--- src/rtl/gpio_am_pkg.sv ---
package gpio_am_pkg;

    localparam int ADDR_W = 12;

    typedef enum logic [1:0] {
        BUS_IDLE   = 2'd0,
        BUS_SETUP  = 2'd1,
        BUS_ACCESS = 2'd2
    } bus_state_e;

    typedef enum logic [2:0] {
        SEL_NONE = 3'd0,
        SEL_DATA = 3'd1,
        SEL_DIR  = 3'd2,
        SEL_IE   = 3'd3,
        SEL_RAW  = 3'd4,
        SEL_MIS  = 3'd5,
        SEL_CLR  = 3'd6,
        SEL_MODE = 3'd7
    } reg_sel_e;

    localparam logic [ADDR_W-1:0] OFS_DIR  = 12'h400;
    localparam logic [ADDR_W-1:0] OFS_IE   = 12'h410;
    localparam logic [ADDR_W-1:0] OFS_RAW  = 12'h414;
    localparam logic [ADDR_W-1:0] OFS_MIS  = 12'h418;
    localparam logic [ADDR_W-1:0] OFS_CLR  = 12'h41C;
    localparam logic [ADDR_W-1:0] OFS_MODE = 12'h420;

    // Aligned addresses below 0x400 form the masked data window.
    function automatic reg_sel_e addr_decode(input logic [ADDR_W-1:0] a);
        reg_sel_e s;
        s = SEL_NONE;
        if (a[1:0] == 2'b00) begin
            if (a[ADDR_W-1:10] == '0) begin
                s = SEL_DATA;
            end else begin
                unique case (a)
                    OFS_DIR:  s = SEL_DIR;
                    OFS_IE:   s = SEL_IE;
                    OFS_RAW:  s = SEL_RAW;
                    OFS_MIS:  s = SEL_MIS;
                    OFS_CLR:  s = SEL_CLR;
                    OFS_MODE: s = SEL_MODE;
                    default:  s = SEL_NONE;
                endcase
            end
        end
        return s;
    endfunction

endpackage

--- src/rtl/gpio_am_busfsm.sv ---
module gpio_am_busfsm
    import gpio_am_pkg::*;
(
    input  logic clk,
    input  logic rst_n,
    input  logic psel,
    input  logic penable,
    input  logic pwrite,
    output logic wr_stb,
    output logic rd_stb,
    output logic ready
);

    bus_state_e st_q, st_d;

    always_ff @(posedge clk or negedge rst_n) begin
        if (!rst_n) begin
            st_q <= BUS_IDLE;
        end else begin
            st_q <= st_d;
        end
    end

    always_comb begin
        st_d = st_q;
        unique case (st_q)
            BUS_IDLE: begin
                if (psel && !penable) st_d = BUS_SETUP;
                else                  st_d = BUS_IDLE;
            end
            BUS_SETUP: begin
                if (psel && penable)       st_d = BUS_ACCESS;
                else if (psel && !penable) st_d = BUS_SETUP;
                else                       st_d = BUS_IDLE;
            end
            BUS_ACCESS: begin
                if (psel && !penable) st_d = BUS_SETUP;
                else                  st_d = BUS_IDLE;
            end
            default: st_d = BUS_IDLE;
        endcase
    end

    // Outputs: an access is the enable cycle seen while in BUS_SETUP.
    always_comb begin
        wr_stb = 1'b0;
        rd_stb = 1'b0;
        ready  = 1'b1;
        unique case (st_q)
            BUS_SETUP: begin
                wr_stb = psel && penable && pwrite;
                rd_stb = psel && penable && !pwrite;
            end
            default: begin
                wr_stb = 1'b0;
                rd_stb = 1'b0;
            end
        endcase
    end

    AST_SETUP_BEFORE_ACCESS: assert property (@(posedge clk) disable iff (!rst_n)
        (wr_stb || rd_stb) |-> $past(psel && !penable)) else $error("setup rule");

    AST_ONE_KIND: assert property (@(posedge clk) disable iff (!rst_n)
        !(wr_stb && rd_stb)) else $error("both strobes");

endmodule

--- src/rtl/gpio_am_sync.sv ---
module gpio_am_sync #(
    parameter int W      = 8,
    parameter int STAGES = 2
) (
    input  logic         clk,
    input  logic         rst_n,
    input  logic [W-1:0] din,
    output logic [W-1:0] dout
);

    logic [STAGES-1:0][W-1:0] stg_q;

    always_ff @(posedge clk or negedge rst_n) begin
        if (!rst_n) begin
            stg_q <= '0;
        end else begin
            stg_q[0] <= din;
            for (int s = 1; s < STAGES; s++) begin
                stg_q[s] <= stg_q[s-1];
            end
        end
    end

    assign dout = stg_q[STAGES-1];

    initial begin
        AST_STAGES_MIN: assert (STAGES >= 2) else $error("too few stages");
    end

endmodule

--- src/rtl/gpio_am_irq.sv ---
module gpio_am_irq #(
    parameter int W = 8
) (
    input  logic         clk,
    input  logic         rst_n,
    input  logic [W-1:0] pin_s,
    input  logic         clr_stb,
    input  logic [W-1:0] clr_bits,
    input  logic [W-1:0] ie,
    output logic [W-1:0] raw,
    output logic [W-1:0] masked,
    output logic         irq
);

    logic [W-1:0] prev_q;
    logic [W-1:0] rise;
    logic [W-1:0] clr_eff;

    assign rise    = pin_s & ~prev_q;
    assign clr_eff = clr_stb ? clr_bits : '0;

    always_ff @(posedge clk or negedge rst_n) begin
        if (!rst_n) begin
            prev_q <= '0;
            raw    <= '0;
        end else begin
            prev_q <= pin_s;
            raw    <= (raw & ~clr_eff) | rise;
        end
    end

    assign masked = raw & ie;
    assign irq    = |masked;

    AST_EDGE_CAPTURE: assert property (@(posedge clk) disable iff (!rst_n)
        1'b1 |=> (($past(rise) & ~raw) == '0)) else $error("edge lost");

    AST_RAW_STICKY: assert property (@(posedge clk) disable iff (!rst_n)
        1'b1 |=> (($past(raw) & ~$past(clr_eff) & ~raw) == '0)) else $error("pending dropped");

    AST_CLEAR_WORKS: assert property (@(posedge clk) disable iff (!rst_n)
        1'b1 |=> (($past(clr_eff & ~rise) & raw) == '0)) else $error("clear ignored");

endmodule

--- src/rtl/gpio_masked_apb.sv ---
module gpio_masked_apb
    import gpio_am_pkg::*;
#(
    parameter int NPINS       = 8,
    parameter int SYNC_STAGES = 2
) (
    input  logic              pclk,
    input  logic              presetn,
    input  logic              psel,
    input  logic              penable,
    input  logic              pwrite,
    input  logic [ADDR_W-1:0] paddr,
    input  logic [NPINS-1:0]  pwdata,
    output logic [NPINS-1:0]  prdata,
    output logic              pready,
    input  logic [NPINS-1:0]  gpio_in,
    output logic [NPINS-1:0]  gpio_out,
    output logic [NPINS-1:0]  gpio_oe,
    input  logic [NPINS-1:0]  hw_out,
    input  logic [NPINS-1:0]  hw_oe,
    output logic              irq
);

    localparam int MASK_LSB = 2;

    logic             wr_stb, rd_stb;
    reg_sel_e         sel;
    logic [NPINS-1:0] amask;
    logic [NPINS-1:0] data_q, dir_q, ie_q, mode_q;
    logic [NPINS-1:0] pin_s, raw, masked;
    logic             clr_go;
    logic [NPINS-1:0] rd_val;

    gpio_am_busfsm u_bus (
        .clk     (pclk),
        .rst_n   (presetn),
        .psel    (psel),
        .penable (penable),
        .pwrite  (pwrite),
        .wr_stb  (wr_stb),
        .rd_stb  (rd_stb),
        .ready   (pready)
    );

    gpio_am_sync #(.W(NPINS), .STAGES(SYNC_STAGES)) u_sync (
        .clk   (pclk),
        .rst_n (presetn),
        .din   (gpio_in),
        .dout  (pin_s)
    );

    assign sel    = addr_decode(paddr);
    assign amask  = paddr[MASK_LSB +: NPINS];
    assign clr_go = wr_stb && (sel == SEL_CLR);

    gpio_am_irq #(.W(NPINS)) u_irq (
        .clk      (pclk),
        .rst_n    (presetn),
        .pin_s    (pin_s),
        .clr_stb  (clr_go),
        .clr_bits (pwdata),
        .ie       (ie_q),
        .raw      (raw),
        .masked   (masked),
        .irq      (irq)
    );

    always_ff @(posedge pclk or negedge presetn) begin
        if (!presetn) begin
            data_q <= '0;
            dir_q  <= '0;
            ie_q   <= '0;
            mode_q <= '0;
        end else if (wr_stb) begin
            unique case (sel)
                SEL_DATA: data_q <= (data_q & ~amask) | (pwdata & amask);
                SEL_DIR:  dir_q  <= pwdata;
                SEL_IE:   ie_q   <= pwdata;
                SEL_MODE: mode_q <= pwdata;
                default:  ;
            endcase
        end
    end

    always_comb begin
        rd_val = '0;
        if (rd_stb) begin
            unique case (sel)
                SEL_DATA: rd_val = pin_s & amask;
                SEL_DIR:  rd_val = dir_q;
                SEL_IE:   rd_val = ie_q;
                SEL_RAW:  rd_val = raw;
                SEL_MIS:  rd_val = masked;
                SEL_MODE: rd_val = mode_q;
                default:  rd_val = '0;
            endcase
        end
    end

    assign prdata = rd_val;

    // Per-pin steering between register control and the hardware function.
    for (genvar i = 0; i < NPINS; i++) begin : g_pin
        assign gpio_out[i] = mode_q[i] ? hw_out[i] : data_q[i];
        assign gpio_oe[i]  = mode_q[i] ? hw_oe[i]  : dir_q[i];
    end

    AST_MASK_KEEPS: assert property (@(posedge pclk) disable iff (!presetn)
        (wr_stb && sel == SEL_DATA) |=> (((data_q ^ $past(data_q)) & ~$past(amask)) == '0)) else $error("unmasked bit changed");

    AST_MASK_WRITES: assert property (@(posedge pclk) disable iff (!presetn)
        (wr_stb && sel == SEL_DATA) |=> (((data_q ^ $past(pwdata)) & $past(amask)) == '0)) else $error("masked bit not written");

    AST_DATA_HOLD: assert property (@(posedge pclk) disable iff (!presetn)
        !(wr_stb && sel == SEL_DATA) |=> $stable(data_q)) else $error("data moved");

    AST_CTRL_HOLD: assert property (@(posedge pclk) disable iff (!presetn)
        !(wr_stb && (sel == SEL_DIR || sel == SEL_IE || sel == SEL_MODE)) |=> ($stable(dir_q) && $stable(ie_q) && $stable(mode_q))) else $error("control moved");

    AST_IRQ_GATED: assert property (@(posedge pclk) disable iff (!presetn)
        (ie_q == '0) |-> !irq) else $error("irq while disabled");

    AST_PRDATA_IDLE: assert property (@(posedge pclk) disable iff (!presetn)
        !rd_stb |-> (prdata == '0)) else $error("stray read data");

endmodule

--- config.mk ---
export PLATFORM = sky130hd
export DESIGN_NAME = gpio_masked_apb
export DESIGN_NICKNAME = d
export VERILOG_FILES = /design/src/rtl/gpio_am_pkg.sv /design/src/rtl/gpio_am_busfsm.sv /design/src/rtl/gpio_am_sync.sv /design/src/rtl/gpio_am_irq.sv /design/src/rtl/gpio_masked_apb.sv
export SDC_FILE = /design/constraint.sdc
export NUM_CORES = 1
export LEC_CHECK = 0
export ABC_AREA = 1
export BUFFER_PORTS_ARGS = -buffer_cell sky130_fd_sc_hd__buf_2
export CAP_MARGIN = 0
export CELL_PAD_IN_SITES_DETAIL_PLACEMENT = 1
export CELL_PAD_IN_SITES_GLOBAL_PLACEMENT = 2
export CORE_MARGIN = 2
export CORE_UTILIZATION = 35
export DETAILED_ROUTE_END_ITERATION = 6
export PLACE_DENSITY = 0.84
export REMOVE_ABC_BUFFERS = 1
export SLEW_MARGIN = 5
export SYNTH_ARGS = -nofsm -noshare
export SYNTH_HDL_FRONTEND = slang
export SYNTH_SLANG_ARGS = --single-unit
--- constraint.sdc ---
create_clock -name pclk -period 2.5 [get_ports pclk]
set_input_delay 0.25 -clock pclk [delete_from_list [all_inputs] [get_ports pclk]]
set_output_delay 0.25 -clock pclk [all_outputs]
set_load 0.01 [all_outputs]
==> reports/results.ini, run 1 <==
[run_status]
status = finished, final reports clean

[logic_synthesis]
seq_area_frac_synth_pct = 48.3
syn_avg_cell_area_um2 = 8.84
syn_inst = 387
synth_seq_cells = 66
yosys_warnings = 0
synthesis.area_mm2 = 0.00342
ys_types = 32

[global_route]
grt_max_degree = 33
antenna_found_initial = 0
grt_pass1_vias = 3172
grt_pass1_wl_um = 16300
gr-total-overflow = 0
grt_usage_pct = 21.1

[sta]
hold_slack_ns = 0.0721
setup_viol = 0
finalHoldViolations = 0
max_slew_margin_pct = 49.4
slew_violations = 0
fin_crit_ns = 2.32
tightest_slew_ns = 0.759
fin_crit_sh_pct = 92.6
rsz0062_at_grt = no
finalClockSkew_ns = 0.00891
max_freq_mhz = 432
finalSetupTns_ns = 0

[hold_path]
hp-class = in2reg
hold_depth = 2

[worst_setup_path]
reg2reg_setup_slack_ns = 0.62
crit_type = in2out
crit_path_start_kind = input pin
max_stage_delay_ns = 0.33
cp_max_fo = 6
worst-r2r-cell-count = 7
critPathCaptureType = primary output
cp.arrival_ns = 2.07
worstPathCellList = buf_2, inv_2, nand2_1, nor2_2, nand3_1, nand2_1, nor2_1, nor2_1, nand2_1, nand3_1, nand2_1, buf_4, nor2_1, buf_2
required_ns = 2.25
cpMostUsedCell = nand2_1
cp_slowest_cell = nor2_2

[clock_network]
cts_tree = built
clockRootBuffer = clkbuf_8
cts.sinks = 66
cts_setup_buffers = 0
clkTransAtPathRegs_ns = 0.07
cts_max_level = 3
clk_latency_ns = 0.36
clockBufferDepth = 2
numCtsBuffers = 9

[route]
drt_iter0_markers = 113
ant_nets = 0
drt-pass1-iter-count = 4
wirelength_um = 10200
num_vias = 3082
wire_per_inst_um = 16.3
routed_via_density = 4.94
drc = 0

[placed_design]
portBuffers = 73
place_congestion = 0.837
hpwl_um = 7320
dp.cells = 599

[layout]
n_fill_cell = 1162
final_nets = 535
n_antenna_cell = 0
multiInputGateArea_mm2 = 0.00152
drive_gt1_share_pct = 32.6
regArea_mm2 = 0.00165
final_cells = 624
final_util_pct = 44.8
area_growth_pct = 26.2

[power]
ir_drop_mv = 0.393
power_density_mw_per_mm2 = 510
p_leak_nw = 2.21
p_total_mw = 2.20

[die]
dieHeight_um = 103
start_util_pct = 35.5
io_pins = 75
coreArea_mm2 = 0.00964
dieArea_mm2 = 0.0106
die_x_um = 103
rows = 36

[flow_run]
cap_viol_max_count = 0

==> synthesized netlist by cell type, drive strengths merged <==
library cell	count	area share (%)
conb	1	0.11
a211oi	1	0.22
nand3	19	4.5
dfrtp	66	48
nor3	2	0.44
clkbuf	5	0.55
nor4	2	0.80
buf	8	2.1
o21ai	41	7.0
inv	44	4.9
or2	2	0.37
nand4	35	6.4
o2111ai	8	2.0
nor2	33	5.4
nand2	106	12
mux2	14	4.6
==> cell type report <==
type	instances	share of cell area (%)
sequential	66	38.3
multi-input combinational	264	35.1
clock inverter	6	1.54
timing repair buffer	101	14.1
inverter	44	3.89
clock buffer	10	3.19
tap	133	3.86
==> critical path: cells and delay by family <==
kind	cells	cell delay, ns
and+or+nand+nor	10	1.26
buffers and inverters	4	0.53
==> kinds of logic after synthesis <==
group	Yosys count	share of synthesized area [%]
AND/OR/NAND/NOR	199	30.2
flip-flops	66	48.3
buffers and inverters	57	7.57
AO/OA/AOI/OAI	50	9.25
multiplexers	14	4.61
other	1	0.110
==> through the flow <==
stage	setup WS (ns)	cell area, µm²
after global placement	0.0999	4020
after detailed placement	0.0719	4020
after global routing	0.0171	4320
after CTS	0.0638	4310
after floorplan	0.202	3330
final	0.185	4320
==> what timing repair did <==
item                                   4_1_cts  5_1_grt
endpoints found under the hold margin       35        0
setup endpoints to repair                    0        8
hold buffers                                 9        0
resized for setup                            0        1
==> layout by cell type (no fill, tap or decap), drive strengths merged, types with 3 or more instances in the layout <==
cell         count
nand3           19
dfrtp           66
inv             44
clkinvlp         3
o21ai           41
mux2            14
nand4           35
o2111ai          8
nand2          106
dlygate4sd3      9
clkbuf          10
buf             92
nor2            33
==> where the power goes <==
| part | internal (mW) | switching [mW] | total (mW) |
|---|---|---|---|
| clock | 0.487 | 0.431 | 0.918 |
| sequential | 1.09 | 0.0110 | 1.10 |
| combinational | 0.0683 | 0.113 | 0.181 |
| total | 1.65 | 0.555 | 2.20 |
==> final timing paths <==
check | from | endpoint
setup / recovery | paddr[5] | prdata[4]
hold / removal | penable | u_bus.st_q[0]
setup reg to reg | u_bus.st_q[1] | ie_q[1]
hold reg to reg | u_sync.stg_q[3] | u_sync.dout[3]
max in group asynchronous | presetn | asynchronous set/reset pin
min in group asynchronous | presetn | asynchronous set/reset pin
==> per-layer routing <==
layer / part of all wire, % / global-route usage (%)
met1: 45 / 28.1
met2: 49 / 33.8
met3: 5.6 / 6.03
met4: 0.99 / 5.97
met5: 0 / 0
No activity file was read; power rests on OpenSTA's default activity.
==> inputs of run 2 (changes only) <==
--- a/config.mk
+++ b/config.mk
@@ -8,12 +8,12 @@
 export ABC_AREA = 1
 export BUFFER_PORTS_ARGS = -buffer_cell sky130_fd_sc_hd__buf_2
 export CAP_MARGIN = 0
-export CELL_PAD_IN_SITES_DETAIL_PLACEMENT = 1
-export CELL_PAD_IN_SITES_GLOBAL_PLACEMENT = 2
+export CELL_PAD_IN_SITES_DETAIL_PLACEMENT = 0
+export CELL_PAD_IN_SITES_GLOBAL_PLACEMENT = 1
 export CORE_MARGIN = 2
-export CORE_UTILIZATION = 35
+export CORE_UTILIZATION = 44
 export DETAILED_ROUTE_END_ITERATION = 6
-export PLACE_DENSITY = 0.84
+export PLACE_DENSITY = 0.85
 export REMOVE_ABC_BUFFERS = 1
 export SLEW_MARGIN = 5
 export SYNTH_ARGS = -nofsm -noshare
==> reports/results.ini, run 2 (synthesis gave the netlist of run 1 again) <==
[worst_setup_path]
required_ns = 2.25
cp.arrival_ns = 2.03
critPathLaunch = paddr[5]
r2r_start = u_bus.st_q[1]
critPathCaptureType = primary output
crit_path_start_kind = input pin
cp_max_fo = 9
crit_type = in2out

[placed_design]
hpwl_um = 6230
dpl_worst_slack_ns = 0.214
place_congestion = 0.908
portBuffers = 73

[sta]
finalHoldViolations = 0
tightest_slew_ns = 0.702
setup_viol = 0
worst_slack_ns = 0.222
fin_crit_ns = 2.28
fin_crit_sh_pct = 91.1
max_slew_margin_pct = 53.2
max_freq_mhz = 439
finalClockSkew_ns = 0.00940
rsz0062_at_grt = no
hold_slack_ns = 0.0828
finalSetupTns_ns = 0
slew_violations = 0

[clock_network]
clockBufferDepth = 2
cts_setup_buffers = 0
numCtsBuffers = 9
cts_max_level = 3
cts.sinks = 66
clk_latency_ns = 0.34
cts_tree = built
clockRootBuffer = clkbuf_8
clkTransAtPathRegs_ns = 0.06

[route]
drt_iter0_markers = 237
top_layer_used = met4
met2WireLength_um = 3780
num_vias = 3022
wirelength_um = 8380
routed_via_density = 5.11
wl_met1_um = 3850
wl_met3_um = 546
drc = 0
ant_nets = 0
wire_per_inst_um = 14.2
drt-pass1-iter-count = 5

[run_status]
status = finished, final reports clean

[global_route]
grt_max_degree = 37
gr-total-overflow = 0
grt_pass1_vias = 2808
grt_pass1_wl_um = 14100
antenna_found_initial = 0
grt_usage_pct = 21.5

[layout]
final_cell_mix = nand2_1 (102), buf_2 (73), dfrtp_1 (66)
area_growth_pct = 24.7
n_antenna_cell = 0
drive_gt1_share_pct = 32.1
final_nets = 535
final_util_pct = 55.8
n_fill_cell = 710
mostFrequentLayoutCell = nand2_1

[power]
seq_power_share_pct = 51.1
p_leak_nw = 2.21
power_density_mw_per_mm2 = 506
p_int_mw = 1.66
switching_share_pct = 22.9
clock_power_share_pct = 40.9
ir_drop_mv = 0.290
power_switching_uw = 495
p_comb_share_pct = 8.0

[die]
rows = 32
io_pins = 75
start_util_pct = 44.7
dieArea_mm2 = 0.00850
dieHeight_um = 92.2
coreArea_mm2 = 0.00765
die_x_um = 92.2

[hold_path]
hp-class = in2reg
min_from = penable

[flow_run]
cap_viol_max_count = 0

run 2: changes by cell type in the layout (fill, tap and decap cells not counted):
cell / delta
clkbuf_8: +1
clkinvlp_4: -2
clkinv_2: -1
clkbuf_1: +1
clkinv_4: -1
run 2: per-stage QoR:
step                      area, µm²  total power [mW]  cells
after detailed placement       3980              1.29    568
after global routing           4270              2.26    591
final                          4270              2.16    591
after CTS                      4230              2.18    588
after global placement         3980              1.28    568
after floorplan                3330              1.18    374
run 2: per-layer routing:
layer	GRT usage (%)	vias up
li1	-	1494
met1	31.1	1401
met2	31.4	107
met3	4.93	20
met4	8.33	0
met5	0	-
run 2: area by class of cell:
cell class                 instances  area [µm²]  area share (%)
clock buffer                      12         155            3.64
clock inverter                     2        37.5           0.880
inverter                          44         168            3.93
multi-input combinational        264        1520            35.5
sequential                        66        1650            38.7
tap                              102         128            2.99
timing repair buffer             101         611            14.3
run 2: what timing repair did:
| item | CTS | global route |
|---|---|---|
| gates resized for setup | 0 | 1 |
| hold buffers | 6 | 3 |
| hold endpoints to repair | 35 | 3 |
| endpoints found under the setup margin | 0 | 2 |
run 2: final timing paths:
| path | to | slack (ns) | cells after the start |
|---|---|---|---|
| setup / recovery | prdata[6] | 0.22 | 14 |
| hold / removal | u_bus.st_q[0] | 0.08 | 2 |
| setup reg to reg | ie_q[7] | 0.56 | 7 |
| hold reg to reg | u_sync.dout[6] | 0.35 | 0 |
| max in group asynchronous | asynchronous set/reset pin | 1.38 | 3 |
| min in group asynchronous | mode_q[3] | 0.49 | 2 |
run 2: power by group through the flow:
stage / Sequential [mW] / Clock [mW] / Combinational (mW)
floorplan: 1.12 / 0 / 0.0642
global placement: 1.12 / 0 / 0.161
detailed placement: 1.12 / 0 / 0.164
CTS: 1.10 / 0.908 / 0.171
global route: 1.11 / 0.959 / 0.194
finish: 1.10 / 0.884 / 0.172
run 2: critical path, stage by stage:
cell and delay (ns):
buf_2 0.14, inv_2 0.06, nand2_1 0.05, nor2_2 0.33
nand3_1 0.15, buf_4 0.17, nand3_4 0.07, nor2_8 0.06
nand3_4 0.09, nand3_1 0.08, nand2_1 0.22, buf_4 0.17
nor2_1 0.04, buf_2 0.13
==> inputs of run 3 (changes only) <==
--- a/config.mk
+++ b/config.mk
@@ -10,6 +10,7 @@
 export CAP_MARGIN = 0
 export CELL_PAD_IN_SITES_DETAIL_PLACEMENT = 0
 export CELL_PAD_IN_SITES_GLOBAL_PLACEMENT = 1
+export CORE_ASPECT_RATIO = 1.25
 export CORE_MARGIN = 2
 export CORE_UTILIZATION = 44
 export DETAILED_ROUTE_END_ITERATION = 6
==> reports/results.ini, run 3 (synthesis gave the netlist of run 1 again) <==
[die]
start_util_pct = 45.9
coreArea_mm2 = 0.00744
dieHeight_um = 103
rows = 35
io_pins = 75
die_x_um = 82.9
dieArea_mm2 = 0.00850

[layout]
final_cell_mix = nand2_1 (102), buf_2 (73), dfrtp_1 (66)
mostFrequentLayoutCell = nand2_1
fin_area_mm2 = 0.00426
area_growth_pct = 24.6
n_antenna_cell = 0
regArea_mm2 = 0.00165
final_util_pct = 57.3
drive_gt1_share_pct = 32.2
multiInputGateArea_mm2 = 0.00151
n_fill_cell = 714
final_nets = 534

[sta]
tightest_slew_ns = 0.722
max_slew_margin_pct = 51.9
worst_slack_ns = 0.261
fin_crit_ns = 2.24
max_freq_mhz = 447
fin_crit_sh_pct = 89.6
setup_viol = 0
finalClockSkew_ns = 0.00496
finalSetupTns_ns = 0
slew_violations = 0
rsz0062_at_grt = no
finalHoldViolations = 0

[clock_network]
numCtsBuffers = 9
cts_tree = built
cts_max_level = 3
clockRootBuffer = clkbuf_8
clk_latency_ns = 0.34
cts.sinks = 66
post_cts_resized = 0
clockBufferDepth = 2
clkTransAtPathRegs_ns = 0.07

[power]
power_density_mw_per_mm2 = 534
p_leak_nw = 2.22
p_total_mw = 2.28
ir_drop_mv = 0.351

[route]
ant_nets = 0
drc = 0
drt-pass1-iter-count = 4
num_vias = 3088
wire_per_inst_um = 14.8
routed_via_density = 5.31
drt_iter0_markers = 206
wirelength_um = 8620

[global_route]
grt_max_degree = 33
antenna_found_initial = 0
grt_usage_pct = 21.3
gr-total-overflow = 0
grt_pass1_vias = 2835
grt_pass1_wl_um = 14100

[worst_setup_path]
cp_max_fo = 13
cp.arrival_ns = 1.99
required_ns = 2.25
crit_type = in2out
crit_path_start_kind = input pin
critPathCaptureType = primary output

[placed_design]
place_congestion = 0.927
post_dp_cell_area_mm2 = 0.00395
dpl_worst_slack_ns = 0.284
hpwl_um = 6320
portBuffers = 73

[run_status]
status = finished, final reports clean

[hold_path]
hp-class = in2reg

[flow_run]
cap_viol_max_count = 0

run 3: cell types whose count changed in the layout (fill, tap and decap cells not counted), sizes merged:
cell and change:
buf -1, clkbuf -2, bufinv +1, clkinv +3
run 3: final timing paths:
path / to / slack, ns / from / cells after the start
max: prdata[4] / 0.26 / paddr[5] / 10
max reg2reg: ie_q[1] / 0.59 / u_bus.st_q[1] / 7
min reg2reg: u_sync.dout[7] / 0.35 / u_sync.stg_q[7] / 0
min: u_bus.st_q[0] / 0.09 / penable / 2
max in group asynchronous: u_irq.prev_q[7] / 1.23 / presetn / 3
min in group asynchronous: u_sync.stg_q[3] / 0.50 / presetn / 2
run 3: cell type report:
type | count | share of cell area (%)
sequential | 66 | 38.7
inverter | 44 | 3.93
timing repair buffer | 100 | 13.9
multi-input combinational | 264 | 35.4
clock inverter | 6 | 2.11
clock buffer | 10 | 3.23
tap | 92 | 2.70
run 3: report_power, final:
group	switching (mW)	internal (mW)	total (mW)
Combinational	0.106	0.0661	0.172
Sequential	0.0109	1.09	1.10
Clock	0.412	0.590	1.00
Total	0.529	1.75	2.28
run 3: routing by layer:
metal / wire length, µm / GRT usage, % / part of all wire [%]
met1: 3650 / 28.7 / 42
met2: 4300 / 33.9 / 50
met5: 0 / 0 / 0
met4: 146 / 8.45 / 1.7
met3: 533 / 4.80 / 6.2
run 3: worst max-delay path, cell delays in order:
cell and delay (ns):
buf_2 0.15, inv_2 0.06, nand2_1 0.05, nor2_2 0.20, buf_4 0.24, nand3_1 0.34
o2111ai_1 0.31, nor2_1 0.07, nor2_1 0.15, buf_2 0.16
run 3: repair_timing:
item                                    in CTS  in global routing
setup buffers                                0                  0
endpoints found under the setup margin       0                  0
endpoints found under the hold margin       31                  7
hold buffers                                 2                  7
run 3: per-stage QoR:
| stage | std cells | hold slack (ns) |
|---|---|---|
| after floorplan | 374 | -0.0456 |
| after global placement | 557 | 0.332 |
| after detailed placement | 557 | 0.336 |
| after CTS | 575 | 0.000871 |
| after global routing | 582 | 0.0792 |
| final | 582 | 0.0852 |
